File: config.mk
export PLATFORM = sky130hd
export DESIGN_NAME = edo_dram_ctrl
export DESIGN_NICKNAME = d
export VERILOG_FILES = /design/src/rtl/edo_pkg.sv /design/src/rtl/edo_sat_cnt.sv /design/src/rtl/edo_ref_timer.sv /design/src/rtl/edo_dram_ctrl.sv
export SDC_FILE = /design/constraint.sdc
export NUM_CORES = 1
export LEC_CHECK = 0
export ABC_AREA = 1
export BUFFER_PORTS_ARGS = -buffer_cell sky130_fd_sc_hd__buf_2
export CORE_MARGIN = 2
export CORE_UTILIZATION = 40
export CTS_CLUSTER_SIZE = 25
export DETAILED_ROUTE_END_ITERATION = 12
export PLACE_DENSITY = 0.69
export SLEW_MARGIN = 0
export SYNTH_ARGS = -nofsm -noshare
export SYNTH_HDL_FRONTEND = slang
export SYNTH_SLANG_ARGS = --single-unit
export TNS_END_PERCENT = 30
File: constraint.sdc
create_clock -name clk -period 2.85 [get_ports clk]
set_clock_uncertainty 0.1 [all_clocks]
set_input_delay 0.1425 -clock clk [delete_from_list [all_inputs] [get_ports clk]]
set_output_delay 0.1425 -clock clk [all_outputs]
set_load 0.03 [all_outputs]
File: src/rtl/edo_pkg.sv
`timescale 1ns/1ps
package edo_pkg;

  typedef enum logic [3:0] {
    ST_IDLE,  // waiting; row may be open
    ST_ROW,   // row strobe low, row address on bus
    ST_WSET,  // write enable set up before column strobe
    ST_COL,   // column strobe low
    ST_HOLD,  // open row kept until minimum strobe-low time
    ST_PRE,   // row precharge
    ST_RCAS,  // refresh: column strobe first
    ST_RRAS,  // refresh: row strobe low
    ST_RPRE   // refresh precharge
  } ctl_state_e;

  function automatic int cyc_ceil(input int ns, input int clk_ns);
    return (ns + clk_ns - 1) / clk_ns;
  endfunction

endpackage

File: src/rtl/edo_sat_cnt.sv
`timescale 1ns/1ps
module edo_sat_cnt #(
  parameter int W = 8
) (
  input  logic         clk,
  input  logic         rst,
  input  logic         clr,
  output logic [W-1:0] q
);
  always_ff @(posedge clk) begin
    if (rst || clr) q <= '0;
    else if (!(&q)) q <= q + 1'b1;
  end
endmodule

File: src/rtl/edo_ref_timer.sv
`timescale 1ns/1ps
module edo_ref_timer #(
  parameter int IVL   = 1562,
  parameter int ROW_W = 11
) (
  input  logic             clk,
  input  logic             rst,
  input  logic             take,
  input  logic             done,
  output logic             pend,
  output logic [ROW_W-1:0] row
);
  localparam int TW = $clog2(IVL + 1);
  localparam logic [TW-1:0] LAST = TW'(IVL - 1);

  logic [TW-1:0] tick_q;
  logic          tick;

  assign tick = (tick_q == LAST);

  always_ff @(posedge clk) begin
    if (rst) begin
      tick_q <= '0;
      pend   <= 1'b0;
      row    <= '0;
    end else begin
      tick_q <= tick ? '0 : tick_q + 1'b1;
      pend   <= tick | (pend & ~take);
      if (done) row <= row + 1'b1;
    end
  end


  pend_hold_chk: assert property (@(posedge clk) disable iff (rst)
    (pend && !take) |=> pend);
endmodule

File: src/rtl/edo_dram_ctrl.sv
`timescale 1ns/1ps
module edo_dram_ctrl
  import edo_pkg::*;
#(
  parameter int CLK_NS        = 10,
  parameter int MUX_W         = 11,
  parameter int DATA_W        = 4,
  parameter int T_RAC_NS      = 60,
  parameter int T_CAC_NS      = 15,
  parameter int T_RC_NS       = 104,
  parameter int T_PC_NS       = 25,
  parameter int T_RP_NS       = 40,
  parameter int T_RCD_NS      = 20,
  parameter int REF_PERIOD_NS = 32_000_000,
  parameter int REF_MODE      = 0
) (
  input  logic                clk,
  input  logic                rst,
  input  logic                req_valid,
  output logic                req_ready,
  input  logic                req_we,
  input  logic [2*MUX_W-1:0]  req_addr,
  input  logic [DATA_W-1:0]   req_wdata,
  output logic                rsp_valid,
  output logic [DATA_W-1:0]   rsp_rdata,
  output logic                dram_ras_n,
  output logic                dram_cas_n,
  output logic                dram_we_n,
  output logic                dram_oe_n,
  output logic [MUX_W-1:0]    dram_addr,
  output logic [DATA_W-1:0]   dram_dq_o,
  output logic                dram_dq_oe,
  input  logic [DATA_W-1:0]   dram_dq_i
);
  localparam int  ADDR_W   = 2 * MUX_W;
  localparam int  NROWS    = 1 << MUX_W;
  localparam int  CW       = 8;
  localparam int  RAC_CY   = cyc_ceil(T_RAC_NS, CLK_NS);
  localparam int  CAC_CY   = cyc_ceil(T_CAC_NS, CLK_NS);
  localparam int  RC_CY    = cyc_ceil(T_RC_NS, CLK_NS);
  localparam int  PC_CY    = cyc_ceil(T_PC_NS, CLK_NS);
  localparam int  RP_CY    = cyc_ceil(T_RP_NS, CLK_NS);
  localparam int  RCD_CY   = cyc_ceil(T_RCD_NS, CLK_NS);
  localparam int  RAS_CY   = (RC_CY - RP_CY > RAC_CY + 1) ? RC_CY - RP_CY : RAC_CY + 1;
  localparam int  COL_CY   = (CAC_CY > PC_CY - 1) ? ((CAC_CY > 1) ? CAC_CY : 1)
                                                  : ((PC_CY - 1 > 1) ? PC_CY - 1 : 1);
  localparam int  REF_IVL  = REF_PERIOD_NS / (NROWS * CLK_NS);
  localparam bit  RAS_ONLY = (REF_MODE != 0);

  localparam logic [CW-1:0] RCD_LIM = CW'((RCD_CY > 1) ? RCD_CY - 1 : 0);
  localparam logic [CW-1:0] RP_LIM  = CW'(RP_CY - 1);
  localparam logic [CW-1:0] RAS_LIM = CW'(RAS_CY - 1);
  localparam logic [CW-1:0] RAC_LIM = CW'(RAC_CY);
  localparam logic [CW-1:0] COL_LIM = CW'(COL_CY);

  ctl_state_e state_q, state_d;
  logic              ref_q, ref_d, open_q, open_d, we_q, we_d;
  logic [MUX_W-1:0]  row_q, row_d, col_q, col_d, addr_d;
  logic [DATA_W-1:0] wd_q, wd_d;
  logic [CW-1:0]     cnt_q, age_q;
  logic              ref_pend, ref_take, ref_done, accept;
  logic [MUX_W-1:0]  ref_row;
  logic              ras_act, cas_act, we_act, oe_act, ras_fall;
  logic [MUX_W-1:0]  req_row, req_col;

  assign req_row   = req_addr[ADDR_W-1:MUX_W];
  assign req_col   = req_addr[MUX_W-1:0];
  assign req_ready = (state_q == ST_IDLE) && !ref_pend;
  assign accept    = req_valid && req_ready;

  edo_ref_timer #(.IVL(REF_IVL), .ROW_W(MUX_W)) u_ref (
    .clk(clk), .rst(rst), .take(ref_take), .done(ref_done),
    .pend(ref_pend), .row(ref_row)
  );

  // cycles spent in the current state
  edo_sat_cnt #(.W(CW)) u_state_cnt (
    .clk(clk), .rst(rst), .clr(state_d != state_q), .q(cnt_q)
  );

  // cycles since the row strobe last fell
  edo_sat_cnt #(.W(CW)) u_ras_age (
    .clk(clk), .rst(rst), .clr(ras_fall), .q(age_q)
  );

  always_comb begin
    state_d  = state_q;
    ref_d    = ref_q;
    we_d     = we_q;
    row_d    = row_q;
    col_d    = col_q;
    wd_d     = wd_q;
    ref_take = 1'b0;
    ref_done = 1'b0;
    unique case (state_q)
      ST_IDLE: begin
        if (ref_pend) begin
          ref_take = 1'b1;
          ref_d    = 1'b1;
          if (open_q)        state_d = ST_HOLD;
          else if (RAS_ONLY) state_d = ST_RRAS;
          else               state_d = ST_RCAS;
        end else if (accept) begin
          we_d  = req_we;
          row_d = req_row;
          col_d = req_col;
          wd_d  = req_wdata;
          if (open_q && req_row == row_q) state_d = req_we ? ST_WSET : ST_COL;
          else if (open_q)                state_d = ST_HOLD;
          else                            state_d = ST_ROW;
        end
      end
      ST_ROW:  if (cnt_q >= RCD_LIM) state_d = we_q ? ST_WSET : ST_COL;
      ST_WSET: state_d = ST_COL;
      ST_COL:  if (cnt_q >= COL_LIM && (we_q || age_q >= RAC_LIM)) state_d = ST_IDLE;
      ST_HOLD: if (age_q >= RAS_LIM) state_d = ST_PRE;
      ST_PRE: begin
        if (cnt_q >= RP_LIM) begin
          if (!ref_q)        state_d = ST_ROW;
          else if (RAS_ONLY) state_d = ST_RRAS;
          else               state_d = ST_RCAS;
        end
      end
      ST_RCAS: state_d = ST_RRAS;
      ST_RRAS: if (age_q >= RAS_LIM) state_d = ST_RPRE;
      ST_RPRE: begin
        if (cnt_q >= RP_LIM) begin
          state_d  = ST_IDLE;
          ref_d    = 1'b0;
          ref_done = 1'b1;
        end
      end
      default: state_d = ST_IDLE;
    endcase

    open_d = open_q;
    if (state_d == ST_ROW) open_d = 1'b1;
    else if (state_d inside {ST_PRE, ST_RCAS, ST_RRAS}) open_d = 1'b0;

    ras_act = (state_d inside {ST_ROW, ST_WSET, ST_COL, ST_HOLD, ST_RRAS}) ||
              (state_d == ST_IDLE && open_d);
    cas_act = (state_d == ST_COL) || (state_d == ST_RCAS) ||
              (state_d == ST_RRAS && !RAS_ONLY);
    we_act  = (state_d == ST_WSET || state_d == ST_COL) && we_d;
    oe_act  = (state_d == ST_COL) && !we_d;

    unique case (state_d)
      ST_ROW:          addr_d = row_d;
      ST_WSET, ST_COL: addr_d = col_d;
      ST_RRAS:         addr_d = RAS_ONLY ? ref_row : dram_addr;
      default:         addr_d = dram_addr;
    endcase
  end

  assign ras_fall = ras_act && dram_ras_n;

  always_ff @(posedge clk) begin
    if (rst) begin
      state_q    <= ST_IDLE;
      ref_q      <= 1'b0;
      open_q     <= 1'b0;
      we_q       <= 1'b0;
      row_q      <= '0;
      col_q      <= '0;
      wd_q       <= '0;
      dram_ras_n <= 1'b1;
      dram_cas_n <= 1'b1;
      dram_we_n  <= 1'b1;
      dram_oe_n  <= 1'b1;
      dram_addr  <= '0;
      dram_dq_o  <= '0;
      dram_dq_oe <= 1'b0;
      rsp_valid  <= 1'b0;
      rsp_rdata  <= '0;
    end else begin
      state_q    <= state_d;
      ref_q      <= ref_d;
      open_q     <= open_d;
      we_q       <= we_d;
      row_q      <= row_d;
      col_q      <= col_d;
      wd_q       <= wd_d;
      dram_ras_n <= !ras_act;
      dram_cas_n <= !cas_act;
      dram_we_n  <= !we_act;
      dram_oe_n  <= !oe_act;
      dram_addr  <= addr_d;
      dram_dq_o  <= wd_d;
      dram_dq_oe <= we_act;
      rsp_valid  <= (state_q == ST_COL) && (state_d == ST_IDLE) && !we_q;
      if ((state_q == ST_COL) && (state_d == ST_IDLE) && !we_q) rsp_rdata <= dram_dq_i;
    end
  end


  early_write_chk: assert property (@(posedge clk) disable iff (rst)
    ($fell(dram_cas_n) && !dram_we_n) |-> $past(!dram_we_n));


  drive_only_write_chk: assert property (@(posedge clk) disable iff (rst)
    dram_dq_oe |-> (!dram_we_n && dram_oe_n));


  read_oe_chk: assert property (@(posedge clk) disable iff (rst)
    ($fell(dram_cas_n) && !dram_ras_n && dram_we_n) |-> !dram_oe_n);


  ras_precharge_chk: assert property (@(posedge clk) disable iff (rst)
    ((RP_CY > 1) && $rose(dram_ras_n)) |=> dram_ras_n);


  cas_first_chk: assert property (@(posedge clk) disable iff (rst)
    (!RAS_ONLY && $fell(dram_ras_n) && !dram_cas_n) |-> $past(!dram_cas_n));


  row_only_cas_chk: assert property (@(posedge clk) disable iff (rst)
    (RAS_ONLY && !dram_ras_n && !dram_cas_n) |-> !dram_oe_n || !dram_we_n);


  refresh_busy_chk: assert property (@(posedge clk) disable iff (rst)
    (dram_ras_n && !dram_cas_n) |-> !req_ready);
endmodule

# Word level (Yosys, flattened, before mapping)
# Cells that the tools add are included.
op_classes:
  addsub: 3
  magnitude_cmp: 4
  n_eq_ne: 20
  muxes: 32
  n_bitwise: 4
  reduce_logical: 36
ops:
  columns: ["cell", "count"]
  rows:
  - ["$mux 11", 6]
  - ["$pmux 4 s9", 1]
  - ["$eq 4x3->1 const B", 8]
  - ["$mux 4", 8]
  - ["$pmux 11 s2", 1]
  - ["$add 8x1->8 const B", 2]
  - ["$eq 4x2->1 const B", 4]
  - ["$ge 8x2->1 const B", 2]
  - ["$reduce_and 8->1", 2]
  - ["$add 11x1->11 const B", 1]
  - ["$eq 11x11->1", 1]
  - ["$eq 11x11->1 const B", 1]
  - ["$mux 1", 11]
  - ["$logic_and 1x1->1", 10]
  - ["$mux 3", 3]
  - ["$eq 4x1->1 const B", 2]
  - ["$ge 8x1->1 const B", 1]
  - ["$ge 8x3->1 const B", 1]
  - ["$logic_not 4->1", 2]
  - ["$logic_not 1->1", 7]
  - ["$logic_or 1x1->1", 7]
  - ["$reduce_and 3->1", 2]
  - ["$reduce_bool 5->1", 1]
  - ["$eq 4x4->1 const B", 1]
  - ["11 further kinds", 14]
word_totals:
  ff_bits: 82
  in_bits: 34
  output_inout_bits: 26
  elab_cells: 118

# Longest topological paths before layout
# Gate-level depths: netlist of the first run.
depth:
  ltp_word: 14
  ltp_mapped: 19
  ltp_nobuf: 19

# By module
# A second synthesis of the first run with hierarchy kept.
unflattened:
  hier_cells: 676
  area_unflattened_um2: 4571.9
by_module_without_submodules:
  columns: ["mod", "n_inst", "cells_per_inst", "area_per_inst_um2", "seq_area_each_um2"]
  rows:
  - ["edo_dram_ctrl", 1, 397, 2647.5, 1081.0]
  - ["edo_ref_timer", 1, 149, 1068.5, 460.4]
  - ["edo_sat_cnt", 2, 65, 427.9, 160.2]

# Least setup slack after synthesis of the first run
# OpenSTA, ideal clock, no wires.
synth_timing:
  path_type: "register to register"
  start: "register u_ras_age.q[0]"
  end: "register u_ras_age.q[1]"
  setup_ns: 0.119
  t_arrival_ns: 1.887
  t_required_ns: 2.631
  path_slack_ns: 0.745
  stages_incl_launch_ff: 19
  path_buffers: 0
  period_less_slack_ns: 2.105
  cell_sequence: "dfxtp_1 -> inv_1 -> ha_1 -> nand2_1 -> nand3_1 -> nor2_2 -> nor2_1 -> nor2_1 -> nand2_1 -> nor2_1 -> nand2_2 -> inv_1 -> nand2_2 -> nor2_4 -> nand2_1 -> nand2_2 -> nand2_2 -> nand2_4 -> nor2_2"
synth_between:
  elab_chain_cells: 13
  word_cells_on_any_way: 25
  classes_between: "add/sub: 1; order compare: 1; eq/ne: 7; mux: 6; reduce/logical: 10"
synth_rtl:
  columns: ["item", "line", "source"]
  rows:
  - ["start: declaration", "edo_sat_cnt.sv:8", "output logic [W-1:0] q"]
  - ["start signal: assignment", "edo_sat_cnt.sv:12", "else if (!(&q)) q <= q + 1'b1;"]
  - ["$ge 8x3->1", "edo_dram_ctrl.sv:115, edo_dram_ctrl.sv:116, edo_dram_ctrl.sv:125", null]
  - ["$logic_or 1x1->1", "edo_dram_ctrl.sv:115", "ST_COL: if (cnt_q >= COL_LIM && (we_q || age_q >= RAC_LIM)) state_d = ST_IDLE;"]
  - ["$logic_and 1x1->1", "edo_dram_ctrl.sv:115", null]
  - ["$mux 4", "edo_dram_ctrl.sv:115", null]
  - ["$pmux 4 s9", "edo_dram_ctrl.sv:95", "unique case (state_q)"]
  - ["$eq 4x3->1 (on tied branches)", "edo_dram_ctrl.sv:138, edo_dram_ctrl.sv:140", null]
  - ["$reduce_bool 3->1", "edo_dram_ctrl.sv:138", "else if (state_d inside {ST_PRE, ST_RCAS, ST_RRAS}) open_d = 1'b0;"]
  - ["$mux 1", "edo_dram_ctrl.sv:138", null]
  - ["$mux 1", "edo_dram_ctrl.sv:137", "if (state_d == ST_ROW) open_d = 1'b1;"]
  - ["$logic_and 1x1->1", "edo_dram_ctrl.sv:141", "(state_d == ST_IDLE && open_d);"]
  - ["$logic_or 1x1->1", "edo_dram_ctrl.sv:140", "ras_act = (state_d inside {ST_ROW, ST_WSET, ST_COL, ST_HOLD, ST_RRAS}) ||"]
  - ["$logic_and 1x1->1", "edo_dram_ctrl.sv:155", "assign ras_fall = ras_act && dram_ras_n;"]
  - ["$logic_or 1x1->1", "edo_sat_cnt.sv:11", "if (rst || clr) q <= '0;"]
# Parallel ways exist; a longest one is shown, timed or not.
# A chain may end at the register's enable or synchronous reset.

# Final worst setup path of the first run
layout_timing:
  start: "register u_ras_age.q[0]"
  end: "register dram_addr[0]"
layout_between:
  elab_chain_cells: 8
  word_cells_on_any_way: 13
  classes_between: "order compare: 1; eq/ne: 3; mux: 5; reduce/logical: 4"
layout_rtl:
  columns: ["item", "line", "source"]
  rows:
  - ["$ge 8x3->1 *", "edo_dram_ctrl.sv:115, edo_dram_ctrl.sv:116, edo_dram_ctrl.sv:125", null]
  - ["$logic_or 1x1->1", "edo_dram_ctrl.sv:115", null]
  - ["$logic_and 1x1->1", "edo_dram_ctrl.sv:115", null]
  - ["$mux 4", "edo_dram_ctrl.sv:115", null]
  - ["$pmux 4 s9 *", "edo_dram_ctrl.sv:95", null]
  - ["$eq 4x2->1", "edo_dram_ctrl.sv:147", "unique case (state_d)"]
  - ["$reduce_or 2->1", "edo_dram_ctrl.sv:147", null]
  - ["$pmux 11 s2 or $reduce_bool 2->1 (tied branches)", null, null]
  - ["end signal: assignment", "edo_dram_ctrl.sv:187", "dram_addr <= addr_d;"]
  - ["end: declaration", "edo_dram_ctrl.sv:30", "output logic [MUX_W-1:0] dram_addr,"]
# Every way passes the cells marked *; elsewhere a longest branch is shown, timed or not.

==> results by stage, run 1 <==
Run status:
- The run finished with clean final reports.

Drt:
- Dividing the detail-routed wire length by the instance count gives ~12 µm.
- Before antenna repair, the detailed router went through 4 iterations.
- The first routing iteration left 158 violations.
- Once detail routing completed, the nets flagged for antenna violations numbered 0.
- For this block, the via count after detailed routing is approximately 3600.
- The routed via count divided by cell count is around 4.8.
- The sum of routed wire length over all layers is ~8800 µm.
- For this run, design rule violations remaining after detail routing come to 0.

Synth:
- The count of flip-flops with a built-in enable after synthesis is 0.
- Of the total synthesized cell area, the portion taken by AND, OR, NAND and NOR gates is 34.0%.
- Yosys mapped the design onto 42 distinct sky130hd cell types.
- Dividing the synthesized area by the synthesized cell count gives 7.53 µm².
- The flop and latch count out of synthesis is 82.
- The share of the synthesized netlist area taken by xor and xnor gates is 3.03%.
- Of the synthesized area, sequential elements account for between 40% and 50%.
- The count of mapped cells out of synthesis is between 500 and 600.
- By area, the combinational part of the netlist is dominated by simple AND/OR/NAND/NOR gates.
- Summing every instance area after synthesis gives between 0.004 and 0.005 mm².
- The synthesized netlist net count is 579.
- After Yosys synthesis, full adders, half adders and majority gates account for under 10% of the synthesized area.
- Sorting the synthesized cells by area gives the leading types as dfxtp_1 (41%), nand2_1 (10%), nor2_1 (8.3%).
- The total of warnings raised by yosys is 0.
- The most used flip-flop cell after synthesis is dfxtp_1.
- Summed over all instances, the cell type with the most area after synthesis is dfxtp_1.
- The synthesized netlist devotes under 10% of its cell area to compound gates.
- Of the post-synthesis cell area, the part taken by muxes is 4.21%.
- The proportion of netlist area held by the largest area contributor is 40.6%.
- The fraction of registers with async set or reset after synthesis is 0%.

Global routing:
- The pin count of the biggest net entering global routing is between 40 and 50.
- The number of antenna violations at the first check in global routing came to 0.
- The first global-routing pass estimated between 15000 and 20000 µm of wire.
- The total overflow left after global routing is 0.
- The global router's overall resource usage is 17.0%.
- The number of global-route vias before repair is 3495.

Clock network:
- The clock sink count is around 80.
- No sink is reached through more buffers than the 2 on the longest clock path.
- The CTS root buffer is clkbuf_8.
- The number of buffers created by CTS is 9.
- The clock tree from TritonCTS is yes.
- After clock tree synthesis, the clock-pin slew on the worst setup and hold paths is approximately 0.09 ns.
- The H-tree was split into 3 levels.
- The post-cts repair resize count is 0.
- The insertion delay to the later sink of the worst-skew pair is ~0.37 ns.

Power and ir drop:
- For this design the static power due to leakage is about 2.2 nW.
- The maximum resistive drop on vdd is between 0.6 and 0.7 mV.
- In this run switching power makes up about 45% of total power.
- The internal portion of the total power is 0.00241 W.
- Dividing total power by cell area gives a power density of ~900 mW/mm².
- The share of total power dissipated in combinational logic is a little under half.
- Per report_power, the sequential group accounts for 34.3% of the total.
- The switching power summed over all nets is approximately 0.0020 W.
- Summing internal, switching and leakage power gives roughly 0.0044 W.
- In this run, the clock network consumes between 15 and 20% of the power.

Min path:
- The type of the tightest min-delay check is input port to register.

Finish:
- The number of cells in the finished layout apart from fillers is ~760.
- The library cells used most frequently in the layout, excluding fill and tap cells, are nand2_1 (108), nor2_1 (89), dfxtp_1 (82).
- The net total in the final layout is approximately 660.
- After filler insertion, the fill cell instance count of the layout stands at between 900 and 1000.
- The number of antenna diodes in the final layout is 0.
- The most common cell after layout, fill and taps aside is nand2_1.
- The fraction of final layout cells sized beyond drive strength 1 is about a fifth.
- Cells fill about 50% of the core in the end.
- The post-synthesis to final-layout area growth is 20.5%.

Timing:
- The number of max-slew violations in the final report is 0.
- Headroom to the max-slew limit came out at 67.1%.
- The pin slew with the least headroom to its limit is just under 0.5 ns.
- Setup violations remaining at the end of the flow were counted as 0.
- The post-route worst hold slack is around 0.0011 ns.
- The clock period minus final worst setup slack is about 2.4 ns.
- Setup repair after global routing left no endpoint under its margin.
- In the finished design, the share of the clock period the worst path needs comes to around 85%.
- The count of endpoints failing hold in the final timing report is 0.
- The setup TNS is 0 ns.
- The maximum clock frequency is a little over 0.4 GHz.

Worst setup path:
- STA puts the critical path data required time at slightly above 3 ns.
- Traced cell by cell, the critical path runs through inv_1 -> ha_1 -> nand2_1 -> nand3_1 -> nor2_2 -> nand2_1 -> o211ai_1 -> nor2_2 -> nand2_2 -> nor2_4 -> nand2_4 -> nand2_2 -> inv_1 -> nand2_1 -> a21oi_1.
- The endpoint type of the worst setup path is a register.
- For this run, the slowest stage of the critical path takes between 0.3 and 0.4 ns.
- At the worst endpoint, the arrival time is 2.64 ns.
- The count of buffer and inverter cells on the critical path is 2.
- The worst setup path is of the register to register kind.
- The worst-case register-to-register setup slack is 0.42 ns.
- The largest individual stage delay along the critical path comes from the cell dfxtp_1.
- The startpoint kind of the worst setup timing path is a register.
- Broken down by cell family, the worst path's largest delay share belongs to simple AND/OR/NAND/NOR gates.
- In this run the worst path has a maximum fanout of 13.
- In this design, the critical path's most frequently occurring cell is nand2_1.

Die:
- The total die area is approximately 0.011 mm².
- The initial core utilization is approximately two fifths.
- The floorplan core area is a little under 0.01 mm².
- In this run the vertical extent of the chip is between 100 and 150 µm.
- The floorplan has 36 rows.
- For this design the top-level I/O count stands at 60.
- The width of the chip is roughly 100 µm.

Run:
- The number of violations of the max-capacitance limit is 0.

Place:
- The number of I/O port buffers is a little under 60.
- The detailed placement HPWL is 6550 µm.
- The number of instances in the placed design is roughly 720.
- The global placement routability congestion is between 0.8 and 0.9.
## tightest hold or removal path, stage by stage
cell and delay, ns:
buf_2 0.11, mux2i_1 0.09, nor2_1 0.10
## power groups by stage
stage                     clock network [W]  registers (W)  logic [W]
after global routing               0.000930        0.00153    0.00223
after global placement                    0        0.00152    0.00195
after floorplan                           0        0.00167    0.00148
after detailed placement                  0        0.00153    0.00198
final                              0.000868        0.00150    0.00201
after CTS                          0.000883        0.00150    0.00202
## registers in the layout (all words and copies together) (netlist names), 4 cells and up
| name | flops |
|---|---|
| col_q | 11 |
| dram_addr | 11 |
| row_q | 11 |
| rsp_rdata | 4 |
| state_q | 4 |
| u_ras_age.q | 8 |
| u_ref.tick_q | 11 |
| u_state_cnt.q | 8 |
| wd_q | 4 |
## final cells by class
| class | instances | area (µm²) | area share [%] |
|---|---|---|---|
| multi-input cells | 384 | 2100 | 43.1 |
| flip-flops and latches | 82 | 1640 | 33.7 |
| repair buffers | 84 | 541 | 11.1 |
| inverters | 58 | 223 | 4.57 |
| well taps | 133 | 166 | 3.41 |
| clock buffers | 9 | 124 | 2.54 |
| clock inverters | 7 | 76.3 | 1.57 |
## stage by stage
stage / worst slack (ns) / area, µm²
detailed placement: 0.456 / 4440
finish: 0.417 / 4870
floorplan: 0.745 / 4040
global placement: 0.539 / 4440
CTS: 0.421 / 4870
global route: 0.139 / 4870
## synth_stat cells, types with 3 or more instances
master / count
nor2_4: 6
nor2_2: 11
nand2_1: 108
clkbuf_1: 6
o21ai_0: 23
buf_6: 3
nand3_1: 19
inv_2: 8
dfxtp_1: 82
nand4_1: 8
xnor2_1: 6
ha_1: 8
inv_1: 48
a21oi_1: 16
nor3b_1: 4
nand3_2: 5
nand2_2: 10
nand2_4: 4
or2_0: 7
nor2_1: 89
xor2_1: 8
mux2i_1: 17
nor3_1: 6
a31oi_1: 9
## timing repair
item | CTS | global route
hold buffers | 23 | 0
hold endpoints to repair | 23 | 0
endpoints found under the setup margin | 0 | 0
setup buffers | 0 | 0
## routing by layer
layer / share of wire, % / GRT usage (%) / vias up
li1: - / - / 1878
met1: 45 / 20.1 / 1619
met2: 48 / 29.2 / 82
met3: 3.6 / 3.31 / 23
met4: 3.3 / 8.40 / 0
met5: 0 / 0 / -
## cell families (layout without fill, tap and decap cells)
logic type | count (synthesis) | in the layout
buffers and inverters | 71 | 158
AOI/OAI and AO/OA | 59 | 59
and+or+nand+nor | 286 | 286
xor gates and xnor gates | 14 | 14
muxes | 17 | 17
DFF | 82 | 82
adders and majority gates | 8 | 8
## final timing paths
kind	startpoint	endpoint	depth (start not counted)
min	req_addr[18]	row_q[7]	3
max	u_ras_age.q[0]	dram_addr[0]	15
min reg2reg	rsp_rdata[2]	rsp_rdata[2]	2
max reg2reg	u_ras_age.q[0]	dram_addr[0]	15
Note: power is estimated with default switching activity, not from simulation.
==> run 2, diff against run 1 <==
- ABC_AREA: 1 -> not set
- CORE_UTILIZATION: 40 -> 50
- PLACE_DENSITY: 0.69 -> 0.82
==> run 2 against run 1 <==
Net effect:
- critical path depth is 6 lower
- design area is 0.72% lower
- highest routed layer unchanged
- first-iteration DRC count is 11% higher
- global-route usage is 6.6 points higher
==> results by stage, run 2 <==
Run status:
- The run finished with clean final reports.

Synth:
- Yosys mapped the design onto just under 60 distinct sky130hd cell types.
- The synthesized netlist net count is ~450.
- The count of flip-flops with a built-in enable after synthesis is 0.
- The total of warnings raised by yosys is 0.
- dfxtp_1 is the most common cell in the netlist.
- Among all flip-flop cells after synthesis, the most frequent one is dfxtp_1.
- After synthesis the netlist holds a flip-flop and latch count of just over 80.
- The proportion of netlist area held by the largest area contributor is roughly 43%.
- In the synthesized netlist, the number of instances is 412.
- Yosys attributes the largest share of cell area to dfxtp_1 (43%), mux2i_1 (7.1%), nor2_1 (5.7%).
- The fraction of registers with async set or reset after synthesis is 0%.
- The most area-hungry cell type in the Yosys netlist is dfxtp_1.
- The synthesized netlist occupies a cell area of roughly 0.0038 mm².
- Counting instances in the post-synthesis netlist gives the leading cell types as dfxtp_1 (82), nor2_1 (58), nand2_1 (36).
- A synthesized cell averages between 9 and 10 µm².
- The register area share after synthesis is roughly 43%.

Timing:
- The routed design could run at a clock period as short as 2.78 ns.
- The number of max-slew violations in the final report is 0.
- The worst path meets setup with 0.0659 ns of slack.
- The count of endpoints failing hold in the final timing report came to 0.
- The post-route worst hold slack is about 0.028 ns.
- The maximum clock frequency is between 0.3 and 0.4 GHz.
- Setup repair after global routing could not meet its margin everywhere.
- The pin slew with the least headroom to its limit is 0.897 ns.
- In this run the tightest slew margin relative to its limit is between 40% and 50%.
- Of the available clock period, the critical path in the final layout requires about 98%.
- Setup violations remaining at the end of the flow were counted as 0.

Finish:
- The repair_antennas step left the layout with diodes totalling 0.
- The top cell types in the final layout, fill and taps aside, are dfxtp_1 (80), buf_2 (59), nor2_1 (57).
- The fraction of final layout cells sized beyond drive strength 1 is between 20 and 25%.
- From synthesis to final layout, the design area changed by 27.4%.
- The most common cell after layout, fill and taps aside is dfxtp_1.
- The net count of the finished layout is roughly 550.
- The final standard cell utilization of the core is approximately 66%.

Clock network:
- The number of clock buffers added by TritonCTS is 9.
- The tree is rooted in a clkbuf_8.
- The clock-pin slew of the registers on the worst-case setup and hold paths is approximately 0.090 ns.
- The clock sink count is just over 80.
- Counting along the longest clock path gives a buffer depth of 2.
- The clock tree from TritonCTS is yes.
- The H-tree generated during clock tree synthesis spans 3 levels.
- The insertion delay to the later sink of the worst-skew pair is ~0.37 ns.

Drt:
- In the routed layout, each cell is associated on average with a via count of between 5 and 6.
- The number of DRC markers in iteration 0 is 175.
- The via total after detailed routing is 3432.
- For this block, the routed nets add up to ~9600 µm of wire.
- The residual DRC count is 0.
- Once detail routing completed, the nets flagged for antenna violations numbered 0.
- The first TritonRoute pass finished after 4 iterations.
- After detailed routing, the average wire length per cell comes to approximately 16 µm.

Worst setup path:
- The data required time at the worst endpoint is 2.95 ns.
- Tracing the worst setup path back leads to its startpoint at u_state_cnt.q[0].
- The startpoint identified for the worst register-to-register timing path is u_state_cnt.q[0].
- The startpoint kind of the worst setup timing path is a register.
- The worst setup path is captured at a register.
- The largest single stage delay on the critical path is between 0.6 and 0.7 ns.
- The signal on the critical path passes through inv_2 -> ha_1 -> or4b_4 -> o21ai_0 -> a22o_1 -> or4_4 -> a21oi_1 -> a2bb2oi_4 -> nor4_1.
- The largest fanout of any net on the critical path is 8.
- The largest individual stage delay along the critical path comes from the cell or4_4.
- Data on the critical path arrives at its endpoint at between 2 and 3 ns.
- The worst setup path category is register to register.

Die:
- The width of the chip is roughly 90 µm.
- The die is a little over 90 µm tall.
- The floorplan step defined a die boundary enclosing 0.00831 mm².
- After floorplanning, the core was sized to cover between 0.007 and 0.008 mm².
- The number of rows in the core area is 31.
- The initial core utilization is around 52%.
- The boundary pin count is 60.

Power and ir drop:
- The leakage power is just under 2 nW.
- For this design the ratio of total power to cell area is about 920 mW/mm².
- VDD sags by at most between 0.5 and 0.6 mV.

Place:
- The detailed placement HPWL is approximately 6000 µm.
- Timing analysis after detailed placement gives a worst setup slack of 0.00604 ns.
- The global placement routability congestion is approximately 0.94.
- Buffers placed on the I/O ports in this run total 59.

Min path:
- The startpoint identified for the worst hold timing path is req_we.
- The type of the tightest min-delay check is input port to register.

Global routing:
- The global-route wire length before repair is about 16000 µm.
- The pin count of the biggest net entering global routing is 43.
- The global router's overall resource usage is 23.6%.
- The aggregate global routing overflow is 0.
- The number of global-route vias before repair is between 3000 and 4000.
- The number of antenna violations at the first check in global routing is 0.

Run:
- Max-cap violations in this run came to 0.
## run 2: changes by cell type after synthesis, sizes merged, moves of 6 or more
cell   before  now
a31oi       9    3
nand2     123   36
nand3      24   18
o22a        0   10
mux2i      17   27
or2         9    1
nor2      107   58
nor4        2   15
xnor2       6   16
a21oi      17   23
inv        58    7
o21ai      25   12
## run 2: routing by layer
| metal | global-route usage [%] | up-vias | wire (µm) | part of all wire (%) |
|---|---|---|---|---|
| met1 | 30.0 | 1630 | 4180 | 44 |
| met5 | 0 | - | 0 | 0 |
| met4 | 8.96 | 0 | 277 | 2.9 |
| li1 | - | 1659 | - | - |
| met3 | 5.31 | 27 | 413 | 4.3 |
| met2 | 39.0 | 116 | 4710 | 49 |
## run 2: final cells by class
| class | instances | area [µm²] |
|---|---|---|
| fill | 569 | 2450 |
| tap | 99 | 124 |
| inverter | 7 | 26.3 |
| multi-input combinational | 303 | 2110 |
| sequential | 82 | 1650 |
| clock inverter | 7 | 60.1 |
| timing repair buffer | 108 | 743 |
| clock buffer | 9 | 124 |
## run 2: per-stage QoR
step	power (W)	cell area, µm²	cells	TNS [ns]
2_1_floorplan	0.00287	3800	412	0
3_3_place_gp	0.00337	4270	569	0
6_report	0.00444	4840	615	0
5_1_grt	0.00466	4840	615	-0.323
3_5_place_dp	0.00341	4270	569	0
4_1_cts	0.00425	4750	614	0
## run 2: cells by family after synthesis
kind of cell,after synthesis,synth area share (%)
xor gates and xnor gates,26,5.99
DFF,82,43.2
muxes,28,7.41
and+or+nand+nor,178,25.7
adders and majority gates,8,2.64
buffers and inverters,27,3.00
AOI/OAI and AO/OA,63,12.1
## run 2: path summary, 6_finish.rpt
kind / to / slack [ns] / cells past startpoint
max: u_state_cnt.q[4] / 0.07 / 9
min: we_q / 0.03 / 3
max reg2reg: u_state_cnt.q[4] / 0.07 / 9
min reg2reg: dram_addr[2] / 0.36 / 2
## run 2: power breakdown
part,internal [W],switching [W],total [W],leakage [nW]
Combinational,0.000862,0.00126,0.00212,1.18
Clock,0.000333,0.000479,0.000812,0.0901
Sequential,0.00135,0.000160,0.00151,0.669
Total,0.00255,0.00189,0.00444,1.94
## run 2: worst max-delay path: cells and delay by family (launching register included)
kind / cells / cell delay [ns]
AOI/OAI and AO/OA: 4 / 0.95
adders and majority gates: 1 / 0.19
and+or+nand+nor: 3 / 0.95
buffers and inverters: 1 / 0.05
DFF: 1 / 0.39
## run 2: repair_timing
action,CTS,global route
resized for setup,1,20
pin swaps,0,7
hold endpoints to repair,29,0
endpoints found under the setup margin,6,31
setup buffers,0,1
hold buffers,29,0
